[config.mk]
export PLATFORM = sky130hd
export DESIGN_NAME = bcd_window_counter
export DESIGN_NICKNAME = d
export VERILOG_FILES = /design/src/rtl/bcd_window_counter.sv
export SDC_FILE = /design/constraint.sdc
export NUM_CORES = 2
export LEC_CHECK = 0
export BUFFER_PORTS_ARGS = -buffer_cell sky130_fd_sc_hd__buf_2
export CAP_MARGIN = 20
export CORE_AREA = 5 5 274 276
export DETAILED_ROUTE_END_ITERATION = 16
export DIE_AREA = 0 0 279 281
export PLACE_DENSITY = 0.67
export SYNTH_ARGS = -nofsm -noshare
export SYNTH_HDL_FRONTEND = slang
export SYNTH_SLANG_ARGS = --single-unit
[constraint.sdc]
create_clock -name clk -period 3.05 [get_ports clk]
set_input_delay 0.305 -clock clk [delete_from_list [all_inputs] [get_ports clk]]
set_output_delay 0.305 -clock clk [all_outputs]
set_load 0.02 [all_outputs]
[src/rtl/bcd_window_counter.sv]
module bcd_window_counter #(
  parameter int NPAIR  = 16,
  parameter int DIGITS = 4,
  parameter int SYNC   = 2,
  parameter int IDXW   = $clog2(NPAIR),
  parameter int VW     = 4 * DIGITS
) (
  input  logic            clk,
  input  logic            rst_n,
  input  logic            cnt_in,
  input  logic            hard_clr,
  input  logic            soft_clr,
  input  logic            snap,
  input  logic            lim_we,
  input  logic [IDXW-1:0] lim_idx,
  input  logic [VW-1:0]   lim_lo,
  input  logic [VW-1:0]   lim_hi,
  output logic [VW-1:0]   count_o,
  output logic [NPAIR-1:0] hit_o,
  output logic            wrap_o
);

  localparam logic [VW-1:0] ALL_NINES = {DIGITS{4'h9}};

  logic [SYNC-1:0] sync_q;
  logic            prev_q;
  logic [VW-1:0]   live_q;
  logic [VW-1:0]   live_inc;
  logic            carry_out;
  logic            wrap_pend_q;
  logic [NPAIR-1:0][VW-1:0] lo_q;
  logic [NPAIR-1:0][VW-1:0] hi_q;

  wire rise   = sync_q[SYNC-1] & ~prev_q;
  wire clr    = hard_clr | soft_clr;
  wire wrap_ev = rise & ~clr & carry_out;

  always_comb begin
    logic c;
    c = 1'b1;
    live_inc = live_q;
    for (int d = 0; d < DIGITS; d++) begin
      if (c) begin
        if (live_q[4*d +: 4] == 4'd9) begin
          live_inc[4*d +: 4] = 4'd0;
        end else begin
          live_inc[4*d +: 4] = live_q[4*d +: 4] + 4'd1;
          c = 1'b0;
        end
      end
    end
    carry_out = c;
  end

  always_ff @(posedge clk) begin
    if (!rst_n) begin
      sync_q <= '0;
      prev_q <= 1'b0;
    end else begin
      sync_q <= {sync_q[SYNC-2:0], cnt_in};
      prev_q <= sync_q[SYNC-1];
    end
  end

  always_ff @(posedge clk) begin
    if (!rst_n)       live_q <= '0;
    else if (clr)     live_q <= '0;
    else if (rise)    live_q <= live_inc;
  end

  always_ff @(posedge clk) begin
    if (!rst_n) begin
      count_o     <= '0;
      wrap_o      <= 1'b0;
      wrap_pend_q <= 1'b0;
    end else if (snap) begin
      count_o     <= live_q;
      wrap_o      <= wrap_pend_q;
      wrap_pend_q <= wrap_ev;
    end else begin
      wrap_pend_q <= wrap_pend_q | wrap_ev;
    end
  end

  for (genvar g = 0; g < NPAIR; g++) begin : g_pair
    always_ff @(posedge clk) begin
      if (!rst_n) begin
        lo_q[g] <= ALL_NINES;
        hi_q[g] <= '0;
      end else if (lim_we && lim_idx == IDXW'(g)) begin
        lo_q[g] <= lim_lo;
        hi_q[g] <= lim_hi;
      end
    end
    assign hit_o[g] = (lo_q[g] <= count_o) && (count_o <= hi_q[g]);
  end

endmodule

# Yosys cells after proc, flatten, opt, wreduce, memory -nomap -nowiden
# Index checks and enable logic that the tools add are counted.
# W data, S select, Z words.
# op_classes
reduce_logical,37
multipliers,0
shift,0
n_div,0
n_eq_ne,19
bitwise,8
addsub,4
order_cmp,32
n_mux,12
# op_table
cell,n
$le A16 B16 Y1,32
$eq A4 B4 Y1 const B,12
$logic_and A1 B1 Y1,32
$add A4 B1 Y4 const B,4
$eq A4 B3 Y1 const B,4
$mux W4,4
$eq A4 B2 Y1 const B,2
$mux W1,8
$reduce_and A2 Y1,3
$eq A4 B1 Y1 const B,1
$logic_not A4 Y1,1
$and A1 B1 Y1,3
$not A1 Y1,3
$or A1 B1 Y1,2
$reduce_or A2 Y1,1
# word_totals
ff_bits,549
in_bits,43
word_cells,153
ramBits,0
rom_bits,0
mem_count,0
out_inout_bits,33
latch_bits,0

# Longest topological paths before layout
# depth
ltp_word,8
ltp_mapped,7
mapped_depth_nobuf,7

# Least setup slack after synthesis
# OpenSTA, ideal clock, no wires.
# synth_path
path_kind,register -> output
start,register count_o[10]
end,output port hit_o[8]
slack_ns,-0.178
t_required_ns,2.745
path_stages_with_launch,7
t_arrival_ns,2.923
n_path_buf,0
path_cell_list,dfxtp_1 > inv_1 > ha_1 > nand4_1 > or4_1 > or3_1 > a22oi_1
# synth_between
elab_chain_cells,2
elab_cells_between_ends,3
classes_between,order compare: 2; reduce/logical: 1
# synth_rtl
element,line,rtl
start: declaration,18,"output logic [VW-1:0] count_o,"
start signal: assignment,77,count_o <= live_q;
$le A16 B16 Y1,95,assign hit_o[g] = (lo_q[g] <= count_o) && (count_o <= hi_q[g]);
$logic_and A1 B1 Y1 *,95,
end: declaration,19,"output logic [NPAIR-1:0] hit_o,"
# Mark *: on every way between the ends. The rest lies on a longest branch, timed or not.

# Worst setup path in the final report
# layout_path
start,register count_o[9]
end,output port hit_o[3]
# Same word-level chain as after synthesis.

==> out/metrics.csv <==
stage;metric;value;unit
clock_tree;largest buffer count on any clock path;3;
yosys;Synth Flop Type;dfxtp_1;
yosys;most frequent cell after synthesis;nand2_1;
critical_path;worst-path fanout max;18;
global_route;initial antenna violation count;5;
power;VDD IR-drop max;459;uV
power;Overall Power;15.8;mW
yosys;Mapped Area;32200;um^2
global_route;grt ovf;0;
clock_tree;cts bufs inserted;60;
timing;worst setup slack after layout;-299;ps
clock_tree;clock latency on the worst-skew pair;640;ps
timing;Final min period;3350;ps
die;die area;78400;um^2
critical_path;critical path launch point type;flip-flop;
hold_path;Hold Path Sink;lo_q[76];
place;RD Place Congestion;0.866;
routing;length of the first detailed-routing pass in iterations;5;
power;pwr/cell area;421;nW/um^2
die;I/O pins;76;
die;std cell rows;99;
outcome;status;finished with violations;
critical_path;R2R Path End;live_q[14];
critical_path;flop-to-flop setup slack;1220;ps
power;leak pwr;14.9;nW
yosys;sequential share of the synthesized area;34.2;%
routing;WL met1;44600;um
timing;RSZ-0062 raised after global routing;yes;
timing;Final period util;110;%
yosys;number of flops mapped to enable cells by yosys;0;
die;Die X;279;um
yosys;Cells after Synth;4047;
timing;fin. max-slew vios;0;
yosys;ys async rst share;0;%
place;dpl cell area;33900;um^2
timing;Max Freq;299;MHz
routing;met2 wire length;46400;um
routing;vias per std cell;5.61;
final_layout;Final #Nets;4631;
global_route;GRT Util Overall;25.4;%
final_layout;Final Cell Area;37500;um^2
critical_path;Data arrival, critical path;3040;ps
global_route;first-pass GRT wire length;156000;um
timing;clk_skew;16.5;ps
yosys;Yosys reg bits;549;
yosys;Avg Inst Size Synth;7.95;um^2
clock_tree;CTS tree;yes;
timing;Max-slew headroom;37.8;%
timing;Final Hold Vio Count;0;
die;Die Y;281;um
routing;DR DRC count;0;
hold_path;hold_sp;rst_n;
hold_path;hold depth;2;
routing;initial DRC count;2257;
routing;Top Layer Used;met5;
place;DP HPWL;63900;um
routing;final wirelength;103000;um
routing;WL/cell;20.3;um
routing;number of nets still failing antenna checks after routing;0;
global_route;largest net degree at the start of global routing;150;
hold_path;HP Class;in -> reg;
yosys;Synth top cells by count;nand2_1, dfxtp_1, ha_1, a21boi_0, inv_1;
yosys;Post-Syn Nets;4602;
clock_tree;Num Clock Sinks;549;
routing;routed length on met3;7840;um
routing;Via Count;28500;
timing;slew at the pin with the worst max-slew slack;930;ps
final_layout;layout cells sized above 1;11.3;%
global_route;vias in the first global route;26500;
outcome;failing checks;setup timing;
critical_path;reg2reg start;sync_q[1];
timing;Final setup violation count;16;
die;starting density of the core;44.5;%
clock_tree;Clock transition at path regs;70;ps
critical_path;WP data required;2740;ps
yosys;ranking of synthesized cells by area;dfxtp_1, ha_1, nand2_1;
final_layout;Synth-to-Final Area Change;16.5;%
yosys;Synth Warn #;0;
clock_tree;H-tree Lvls;2;
yosys;leading area contributor after synthesis;dfxtp_1;
critical_path;Setup CP Type;reg -> out;
flow_run;Max-Cap Viols;0;
clock_tree;Root Driver;clkbuf_16;
critical_path;Worst Reg-to-Reg Cells;5;
place;I/O Buffers;75;
critical_path;Crit. End Element;output port;
place;worst slack at placement;-50.5;ps
yosys;Distinct cells, synth;55;
final_layout;Fillers;6753;
die;Core Region;72300;um^2
yosys;Yosys top cell area share;34.2;%
## power by group
group | internal (mW) | switching, mW | leakage, nW
Sequential | 7.27 | 0.0591 | 4.45
Clock | 4.18 | 3.07 | 0.952
Combinational | 0.411 | 0.786 | 9.51
Total | 11.9 | 3.91 | 14.9
## area by class of cell
class	count	area (um^2)	area share, %
inverter	308	1170	3.12
antenna	3	7.51	0.0200
multi-input combinational	2964	20400	54.3
clock buffer	93	1800	4.79
timing repair buffer	193	1790	4.78
clock inverter	13	123	0.327
sequential	549	11000	29.4
tap	959	1200	3.20
## sequential cells by signal (all words and copies together) (netlist names)
signal,cells
wrap_pend_q,1
prev_q,1
live_q,16
lo_q,256
sync_q,2
count_o,16
wrap_o,1
hi_q,256
## metal layers
layer / vias up / global-route usage [%]
li1: 13800 / -
met1: 13500 / 33.5
met2: 937 / 41.6
met3: 243 / 4.64
met4: 4 / 9.98
met5: - / 0
## worst max-delay path, stage by stage, from the launching register on
cell     delay, ps
dfxtp_4        360
buf_12         180
ha_4           290
nand4_1        120
or4_4          510
or3_4          380
a22oi_2        370
buf_6          180
## metrics by stage
step	utilization [%]	setup TNS (ps)	hold WS, ps	std cells
finish	51.8	-3910	41.4	5082
global route	51.8	-5240	32.1	5079
CTS	51.2	-4220	2.13	5071
detailed placement	46.9	-68.0	444	4950
global placement	46.9	-81.1	441	4950
floorplan	-	0	412	4047
## what timing repair did
action                                  in CTS  in global routing
resized for setup                          178                 55
pin swaps                                   58                 28
endpoints found under the setup margin      16                 16
setup buffers                               16                  9
hold buffers                                 1                  0
hold endpoints to repair                     1                  0
## how the worst max path moves through the flow
stage                     start        end  slack, ps  cells after the start
floorplan           count_o[10]   hit_o[8]        150                      6
global placement     count_o[9]  hit_o[13]        -70                      7
detailed placement   count_o[9]  hit_o[13]        -50                      7
CTS                  count_o[9]   hit_o[8]       -340                      9
global route         count_o[9]  hit_o[13]       -400                     10
finish               count_o[9]   hit_o[3]       -300                      7
## cell usage in the layout, fill, tap and decap left out, types with 58 or more instances in the layout
master	count
ha_1	451
nand4_1	71
nand3_1	183
clkbuf_16	61
dfxtp_1	537
a21oi_1	223
a21boi_0	329
ha_4	61
inv_1	301
buf_4	75
nand2_1	1197
buf_2	58
## kinds of logic after synthesis
family,count (synthesis),synth area share [%]
flops,549,34.2
simple gates,1638,22.2
xor+xnor,7,0.191
buf+inv,534,6.36
compound gates,789,16.6
mux,18,0.560
fa+ha+maj,512,19.9
Note: power is estimated with default switching activity, not from simulation.
